File: config.mk
export PLATFORM = sky130hd
export DESIGN_NAME = clk_mode_ctrl
export DESIGN_NICKNAME = d
export VERILOG_FILES = /design/src/rtl/ckm_pkg.sv /design/src/rtl/ckm_stab_cnt.sv /design/src/rtl/ckm_wdt.sv /design/src/rtl/ckm_mode_fsm.sv /design/src/rtl/clk_mode_ctrl.sv
export SDC_FILE = /design/constraint.sdc
export NUM_CORES = 1
export LEC_CHECK = 0
export CAP_MARGIN = 20
export CORE_MARGIN = 4
export CORE_UTILIZATION = 52
export CTS_CLUSTER_SIZE = 10
export DETAILED_ROUTE_END_ITERATION = 8
export PLACE_DENSITY = 0.78
export SYNTH_ARGS = -nofsm -noshare
export SYNTH_HDL_FRONTEND = slang
export SYNTH_SLANG_ARGS = --single-unit
File: constraint.sdc
create_clock -name clk_i -period 2.45 [get_ports clk_i]
set_input_delay 0.49 -clock clk_i [delete_from_list [all_inputs] [get_ports clk_i]]
set_output_delay 0.49 -clock clk_i [all_outputs]
set_load 0.03 [all_outputs]
File: src/rtl/ckm_pkg.sv
`timescale 1ns/1ps
package ckm_pkg;
  typedef enum logic [1:0] {
    ST_1 = 2'd1,
    ST_2 = 2'd2,
    ST_3 = 2'd3
  } ck_stat_e;

  typedef enum logic [1:0] {
    PW_RUN  = 2'd0,
    PW_HALT = 2'd1,
    PW_STOP = 2'd2
  } pwr_e;
endpackage

File: src/rtl/ckm_stab_cnt.sv
`timescale 1ns/1ps
module ckm_stab_cnt #(
  parameter int MIN_EXP = 11,
  parameter int MAX_EXP = 16,
  parameter int SEL_W   = 3
) (
  input  logic             clk_i,
  input  logic             rst_ni,
  input  logic             clr_i,
  input  logic             run_i,
  input  logic [SEL_W-1:0] sel_i,
  output logic             done_o
);
  localparam int CNT_W = MAX_EXP + 1;
  localparam int SPAN  = MAX_EXP - MIN_EXP;

  logic [CNT_W-1:0] cnt_q, cnt_nx, limit;
  logic             done_q;
  int unsigned      expo;

  always_comb begin
    expo   = (int'(sel_i) > SPAN) ? MAX_EXP : (MIN_EXP + int'(sel_i));
    limit  = CNT_W'(1) << expo;
    cnt_nx = cnt_q + 1'b1;
  end

  // restart implied: oscillator off clears the count
  always_ff @(posedge clk_i or negedge rst_ni) begin
    if (!rst_ni) begin
      cnt_q  <= '0;
      done_q <= 1'b0;
    end else if (clr_i || !run_i) begin
      cnt_q  <= '0;
      done_q <= 1'b0;
    end else if (!done_q) begin
      cnt_q <= cnt_nx;
      if (cnt_nx >= limit) done_q <= 1'b1;
    end
  end

  assign done_o = done_q;
endmodule

File: src/rtl/ckm_wdt.sv
`timescale 1ns/1ps
module ckm_wdt #(
  parameter int W = 12
) (
  input  logic clk_i,
  input  logic rst_ni,
  input  logic clr_i,
  input  logic kick_i,
  input  logic run_i,
  output logic ovf_o
);
  logic [W-1:0] cnt_q;

  assign ovf_o = run_i && !kick_i && (cnt_q == {W{1'b1}});

  always_ff @(posedge clk_i or negedge rst_ni) begin
    if (!rst_ni)               cnt_q <= '0;
    else if (clr_i || kick_i)  cnt_q <= '0;
    else if (run_i)            cnt_q <= cnt_q + 1'b1;
  end
endmodule

File: src/rtl/ckm_mode_fsm.sv
`timescale 1ns/1ps
module ckm_mode_fsm
  import ckm_pkg::*;
(
  input  logic     clk_i,
  input  logic     rst_ni,
  input  logic     soft_rst_i,
  input  logic     wr_i,
  input  logic     wr_stop_i,
  input  logic     wr_sel_i,
  input  logic     halt_req_i,
  input  logic     stop_req_i,
  input  logic     irq_i,
  input  logic     stab_ok_i,
  output ck_stat_e st_o,
  output pwr_e     pwr_o,
  output logic     err_o
);
  ck_stat_e st_q, st_d;
  pwr_e     pwr_q, pwr_d;
  logic     err_q, err_d;

  always_comb begin
    st_d  = st_q;
    pwr_d = pwr_q;
    err_d = err_q;
    case (pwr_q)
      PW_RUN: begin
        if (wr_i) begin
          case (st_q)
            ST_1: begin
              if (wr_sel_i)        err_d = 1'b1;
              else if (!wr_stop_i) st_d  = ST_2;
            end
            ST_2: begin
              if (wr_sel_i) begin
                if (wr_stop_i || !stab_ok_i) err_d = 1'b1;
                else                         st_d  = ST_3;
              end else if (wr_stop_i) begin
                st_d = ST_1;
              end
            end
            ST_3: begin
              if (wr_stop_i)      err_d = 1'b1;
              else if (!wr_sel_i) st_d  = ST_2;
            end
            default: st_d = ST_1;
          endcase
        end
        if (stop_req_i)      pwr_d = PW_STOP;
        else if (halt_req_i) pwr_d = PW_HALT;
      end
      PW_HALT, PW_STOP: if (irq_i) pwr_d = PW_RUN;
      default: pwr_d = PW_RUN;
    endcase
  end

  always_ff @(posedge clk_i or negedge rst_ni) begin
    if (!rst_ni) begin
      st_q  <= ST_1;
      pwr_q <= PW_RUN;
      err_q <= 1'b0;
    end else if (soft_rst_i) begin
      st_q  <= ST_1;
      pwr_q <= PW_RUN;
      err_q <= 1'b0;
    end else begin
      st_q  <= st_d;
      pwr_q <= pwr_d;
      err_q <= err_d;
    end
  end

  assign st_o  = st_q;
  assign pwr_o = pwr_q;
  assign err_o = err_q;
endmodule

File: src/rtl/clk_mode_ctrl.sv
`timescale 1ns/1ps
module clk_mode_ctrl
  import ckm_pkg::*;
#(
  parameter int STAB_MIN_EXP = 11,
  parameter int STAB_MAX_EXP = 16,
  parameter int STAB_SEL_W   = 3,
  parameter int WDT_W        = 12
) (
  input  logic                  clk_i,
  input  logic                  rst_ni,
  input  logic                  por_i,
  input  logic                  lvd_i,
  input  logic                  clkmon_i,
  input  logic                  reg_wr_i,
  input  logic                  reg_stop_i,
  input  logic                  reg_sel_i,
  input  logic                  halt_req_i,
  input  logic                  stop_req_i,
  input  logic                  irq_i,
  input  logic                  opt_rc_i,
  input  logic                  opt_keep_i,
  input  logic [STAB_SEL_W-1:0] stab_sel_i,
  input  logic                  wdt_clr_i,
  output logic [1:0]            status_o,
  output logic                  mcs_o,
  output logic                  hs_run_o,
  output logic                  int_run_o,
  output logic                  cpu_clk_en_o,
  output logic                  halt_o,
  output logic                  stop_o,
  output logic                  stab_done_o,
  output logic                  err_o,
  output logic                  wdt_rst_o
);
  ck_stat_e st;
  pwr_e     pwr;
  logic     err, stab_done, stab_ok, wdt_ovf, soft_rst, hs_run, int_run;
  logic     wdt_rst_q;

  assign soft_rst = por_i || lvd_i || clkmon_i || wdt_ovf;
  assign hs_run   = (st != ST_1) && (pwr != PW_STOP);
  assign int_run  = (pwr != PW_STOP) || opt_keep_i;
  assign stab_ok  = stab_done || opt_rc_i;

  ckm_mode_fsm u_fsm (
    .clk_i      (clk_i),
    .rst_ni     (rst_ni),
    .soft_rst_i (soft_rst),
    .wr_i       (reg_wr_i),
    .wr_stop_i  (reg_stop_i),
    .wr_sel_i   (reg_sel_i),
    .halt_req_i (halt_req_i),
    .stop_req_i (stop_req_i),
    .irq_i      (irq_i),
    .stab_ok_i  (stab_ok),
    .st_o       (st),
    .pwr_o      (pwr),
    .err_o      (err)
  );

  ckm_stab_cnt #(
    .MIN_EXP (STAB_MIN_EXP),
    .MAX_EXP (STAB_MAX_EXP),
    .SEL_W   (STAB_SEL_W)
  ) u_stab (
    .clk_i  (clk_i),
    .rst_ni (rst_ni),
    .clr_i  (soft_rst),
    .run_i  (hs_run),
    .sel_i  (stab_sel_i),
    .done_o (stab_done)
  );

  ckm_wdt #(
    .W (WDT_W)
  ) u_wdt (
    .clk_i  (clk_i),
    .rst_ni (rst_ni),
    .clr_i  (soft_rst),
    .kick_i (wdt_clr_i),
    .run_i  (int_run),
    .ovf_o  (wdt_ovf)
  );

  always_ff @(posedge clk_i or negedge rst_ni) begin
    if (!rst_ni) wdt_rst_q <= 1'b0;
    else         wdt_rst_q <= wdt_ovf;
  end

  assign status_o     = st;
  assign mcs_o        = (st == ST_3);
  assign hs_run_o     = hs_run;
  assign int_run_o    = int_run;
  // CPU held on a cold high-speed source after STOP release
  assign cpu_clk_en_o = (pwr == PW_RUN) && ((st != ST_3) || stab_ok);
  assign halt_o       = (pwr == PW_HALT);
  assign stop_o       = (pwr == PW_STOP);
  assign stab_done_o  = stab_done;
  assign err_o        = err;
  assign wdt_rst_o    = wdt_rst_q;
endmodule

After elaboration in Yosys (flattened, before gate mapping)
Cells that the tools add are included.
Word-level totals
  register bits: 36
  bits in latches: 0
  RAM bits: 0
  bits in read-only memories: 0
  bits of input ports: 17
  output and inout port bits: 11
  logic and storage cells: 92
  memories kept: 0
Operators by class
  add/subtract/negate cells: 3
  multiply operators: 0
  div/mod/pow operators: 0
  order comparisons: 2
  eq/ne operators: 22
  shifts and indexed selects: 1
  multiplexer cells: 32
  bitwise logic cells: 0
  reductions and logical operators: 25
Operators by type and width (number)
  17-bit two-way mux: 2
  32-bit two-way mux: 1
  1-bit by 32-bit left shift with 17-bit output (first input constant): 1
  2-bit two-way mux: 14
  12-bit two-way mux: 2
  3-bit by 2-bit != test with 1-bit output (second input constant): 8
  17-bit by 1-bit adder with 17-bit output (second input constant): 1
  17-bit greater-or-equal comparator: 1
  12-bit by 1-bit adder with 12-bit output (second input constant): 1
  12-bit == test (second input constant): 1
  4-bit by 3-bit != test with 1-bit output (second input constant): 3
  1-bit two-way mux: 10
  1-bit logical OR: 9
  8-bit AND reduction: 1
  7-bit AND reduction: 1
  2-bit == test (second input constant): 3
  2-bit != test (second input constant): 3
  2-bit case mux with 3 select lines: 1
  2-bit nonzero test: 3
  4-bit by 3-bit adder with 5-bit output (first input constant): 1
  2-bit by 1-bit == test with 1-bit output (second input constant): 2
  1-bit logical AND: 4
  2-bit case mux with 2 select lines: 1
  4-bit nonzero test: 1
  other kinds (8): 10

Longest topological paths before layout
  depth in word-level cells: 9
  gate-level depth with buffers: 13

Modules after synthesis
From an unflattened synthesis, not the netlist that was laid out.
Second synthesis, totals
  cells, all modules: 310
  area total of the unflattened synthesis: 2713.9 sq um
By module, submodules not included
  ckm_stab_cnt: instances 1, cells each 204, area each 1685.4 sq um, seq. area each 450.4 sq um
  ckm_wdt: instances 1, cells each 64, area each 633.1 sq um, seq. area each 300.3 sq um
  ckm_mode_fsm: instances 1, cells each 31, area each 314.1 sq um, seq. area each 126.4 sq um
  clk_mode_ctrl: instances 1, cells each 11, area each 81.3 sq um, seq. area each 25.0 sq um

Worst setup path before layout
Ideal clock, no wire load.
  kind: input port to flip-flop
  start point: input stab_sel_i[0]
  end point: register u_stab.done_q (netlist: u_stab.done_o)
  data arrival time: 2812 ps
  slack: -493 ps
  stages on the path: 13
  buffers on the path: 0
  cell sequence: inv_1 > ha_1 > inv_1 > ha_1 > nor2_1 > and3_1 > nand2_1 > ha_1 > a211oi_1 > nor3_1 > a2111oi_0 > a2111oi_0 > or3_1
On the way
  word-level cells in the longest chain between the ends: 7
  elaborated cells between the ends (all ways): 8
  classes of those cells: add/sub (1); order compare (2); shift (1); mux (4)
RTL lines
  from (decl): line clk_mode_ctrl.sv:23  | input logic [STAB_SEL_W-1:0] stab_sel_i,
  4-bit by 3-bit adder with 5-bit output or 3-bit > comparator (tied branches): line ckm_stab_cnt.sv:22  | expo = (int'(sel_i) > SPAN) ? MAX_EXP : (MIN_EXP + int'(sel_i));
  32-bit two-way mux (*): line ckm_stab_cnt.sv:22
  1-bit by 32-bit left shift with 17-bit output (*): line ckm_stab_cnt.sv:23  | limit = CNT_W'(1) << expo;
  17-bit greater-or-equal comparator (*): line ckm_stab_cnt.sv:37  | if (cnt_nx >= limit) done_q <= 1'b1;
  1-bit two-way mux (*): line ckm_stab_cnt.sv:37
  1-bit two-way mux (*): line ckm_stab_cnt.sv:35  | end else if (!done_q) begin
  1-bit two-way mux (*): line ckm_stab_cnt.sv:32  | end else if (clr_i || !run_i) begin
  to (signal assigned): line ckm_stab_cnt.sv:31  | done_q <= 1'b0;
  to (signal assigned): line ckm_stab_cnt.sv:34  | done_q <= 1'b0;
  to (signal assigned): line ckm_stab_cnt.sv:37
  to (decl): line ckm_stab_cnt.sv:18  | logic done_q;
Mark *: on every way between the ends. The rest lies on a longest branch, timed or not.
A chain may end at the register's enable or synchronous reset.

Worst setup path after layout
  start point: input stab_sel_i[1]
  end point: register u_stab.done_q (netlist: u_stab.done_o)
The elaborated chain is that of the path after synthesis.

==> run summary <==
Placer congestion estimate: 0.914
Mapped Nets: 353
DRC violations left: 0
Seq pwr share: 0.498
Max Slew Vio Count: 0
Worst slack, placed: -1060 ps
Max_slew headroom: 0.452
Clock Pin Slew Worst Setup and Hold Paths: 70 ps
Top delay family on crit path: simple AND/OR/NAND/NOR gates
Warnings, synthesis: 0
Final setup fails: 1
Number of global-route vias before repair: 2667
Row cnt: 25
Critical R2R Capture: u_stab.done_o
Number of buffers created by CTS: 5
Post-synth EDFFs: 0
Synth area leader: dfrtp_1
Vias: 2672
R2R setup slack: -340 ps
DR vias/cell: 5.87
Slowest library cell on the worst path: or3_1
Post-DP Area: 3380 um2
WL/cell: 17.4 um
Crit path time final: 2790 ps
Nature of the critical path startpoint: primary input
Cell Pwr Density: 318 nW/um2
DR pass1 iterations: 5
Nets@finish: 434
Total GRT Usage: 0.240
Final worst slack: -342 ps
I/O pin count: 28
H-tree Lvls: 2
Layout cells sized above 1: 0.284
CTS tree: yes
Remaining Overflow, GRT: 0
Port bufs: 27
Cell Area, Synth: 2670 um2
Tightest Pin Transition: 823 ps
Fmax: 358 MHz
Total Wirelength: 7910 um
Max Cap Viol: 0
Worst Path Max Fanout: 4
Final ANT Viol Nets: 0
Die height: 79.6 um
Worst-case clock buffer depth: 2
Arr. time, crit path: 2970 ps
WS Path Type: in2reg
Bufs and invs on worst path: 3
RSZ-0062 raised after global routing: yes
DIE AREA: 6340 um2
Hold_buf cts: 0
Layout Area Growth over Synthesis: 41.5%
Root Driver: clkbuf_8
Async set-reset flop share out of synthesis: 1.00
Crit end category: flip-flop
Ant diodes: 0
Max incr delay on CP: 380 ps
Syn Inst Count: 306
Global-route wire length before repair: 12000 um
Core area: 4850 um2
Syn Area/Cell: 8.72 um2
HP Class: in2async
DP Wirelength: 4940 um
Sw frac: 0.265
Synth Flop Type: dfrtp_1
Antenna violations before repair: 0
Critical-path cell list: buf_8 -> inv_16 -> ha_4 -> inv_2 -> ha_4 -> nor2b_4 -> and3_4 -> nand2_4 -> ha_4 -> a21oi_2 -> nor2_2 -> a2111oi_4 -> a2111oi_4 -> or3_1
Outcome: finished, violations left
Crit-path most repeated cell: ha_4
Initial Util: 0.550
Clock Skew: 6.08 ps
Launch point of the worst path: stab_sel_i[1]
RR Startpoint: u_stab.cnt_q[1]
Final period utilization: 1.14
Failing checks: setup timing
Yosys reg bits: 36
Share of the synthesized area in the top cell type: 0.328
Synth unique cells: 44
Comb power frac: 0.156
Sequential fraction of the synthesis area: 0.338
Peak VDD IR: 239 uV
Power Internal: 0.884 mW
Clk pwr share: 0.346
Worst-Skew Late Latency: 290 ps
Post-Layout Inst Area: 3780 um2
Clk sinks: 36
Top-count cell post-synth: nor2_1
Worst hold slack: 273 ps
Largest net degree at the start of global routing: 37
Leakage: 1.65 nW
Post-synth top cells: nor2_1 (49), dfrtp_1 (35), nand2_1 (34)
Worst path required time: 2630 ps
P_sw: 0.319 mW
Die width: 79.6 um
DRT iter0 DRCs: 194
Fin. Hold Viols: 0
Synth top area cells: dfrtp_1 (33%), ha_1 (14%), xnor2_1 (9.2%), nor2_1 (6.9%), nand2_1 (4.8%)
R2R cell count: 10
## sequential cells by signal, indices dropped and copies added, names as in the netlist
signal	cells
u_stab.cnt_q	17
u_wdt.cnt_q	12
u_fsm.pwr_o	2
u_fsm.st_o	2
u_fsm.err_o	1
u_stab.done_o	1
wdt_rst_o	1
## layer usage
metal,vias up,track usage,part of all wire
li1,1211,-,-
met1,1291,0.272,0.39
met2,119,0.421,0.51
met3,51,0.0497,0.047
met4,0,0.127,0.050
met5,-,0,0
## worst reg2reg max path: stages, from the launching register on
cell and delay, ps:
dfrtp_1 460, ha_4 190, nand3_4 100, or2_2 360, xnor2_2 190, ha_4 240
a21oi_2 200, nor2_2 90, a2111oi_4 360, a2111oi_4 120, or3_1 380
## repair_timing
item,CTS,global route
resized for setup,37,25
pin swaps,13,14
setup endpoints to repair,1,2
setup buffers,5,4
## power groups by stage
stage               combinational (mW)  sequential [mW]  clock [mW]
floorplan                       0.0743            0.611           0
finish                           0.188            0.599       0.416
CTS                              0.174            0.598       0.425
detailed placement               0.163            0.610           0
global placement                 0.158            0.610           0
global route                     0.202            0.599       0.449
## how the worst max path moves through the flow
stage,end,cells after the start
2_1_floorplan,u_stab.done_o,13
3_3_place_gp,u_stab.done_o,15
3_5_place_dp,u_stab.done_o,15
4_1_cts,u_stab.done_o,15
5_1_grt,u_stab.done_o,11
6_report,u_stab.done_o,14
## placed cells by master (no fill, tap or decap), types with 3 or more instances in the layout
master / Yosys / routed
mux2i_1: 3 / 3
nor2_1: 49 / 46
nand4_1: 7 / 7
clkbuf_8: 0 / 5
nor2b_1: 4 / 3
ha_4: 0 / 9
or2_2: 4 / 4
nand2_4: 0 / 4
o21ai_0: 6 / 6
nor3_1: 11 / 10
inv_1: 14 / 10
nand3_1: 11 / 9
xnor2_2: 0 / 3
ha_1: 30 / 21
nor4_1: 4 / 4
xor2_1: 14 / 14
a21oi_1: 8 / 6
xnor2_1: 28 / 25
or3_1: 3 / 3
dfrtp_1: 35 / 34
nand2_1: 34 / 29
nand2b_1: 3 / 3
clkdlybuf4s50_1: 0 / 22
buf_4: 1 / 53
## through the flow
| step | cells | power, mW | util | setup TNS, ps |
|---|---|---|---|---|
| 6_report | 455 | 1.20 | 0.779 | -342 |
| 3_5_place_dp | 439 | 0.772 | 0.698 | -1060 |
| 5_1_grt | 455 | 1.25 | 0.779 | -422 |
| 4_1_cts | 452 | 1.20 | 0.749 | -223 |
| 2_1_floorplan | 306 | 0.685 | - | -287 |
| 3_3_place_gp | 439 | 0.767 | 0.698 | -939 |
## cell families (layout without fill, tap and decap cells)
| family | after synthesis | after routing | synth area share |
|---|---|---|---|
| DFF | 36 | 36 | 0.338 |
| xor gates and xnor gates | 42 | 42 | 0.138 |
| muxes | 4 | 4 | 0.0155 |
| AOI/OAI and AO/OA | 30 | 30 | 0.0750 |
| adders and majority gates | 30 | 30 | 0.141 |
| and+or+nand+nor | 143 | 143 | 0.256 |
| buffers and inverters | 21 | 103 | 0.0375 |
## cell type report
cell class	instances	area (um2)
clock buffers	7	76.3
inverters	14	76.3
well taps	67	83.8
fillers	290	1070
flip-flops and latches	36	903
repair buffers	81	682
clock inverters	1	5.00
multi-input cells	249	1950
Note: power is estimated with default switching activity, not from simulation.
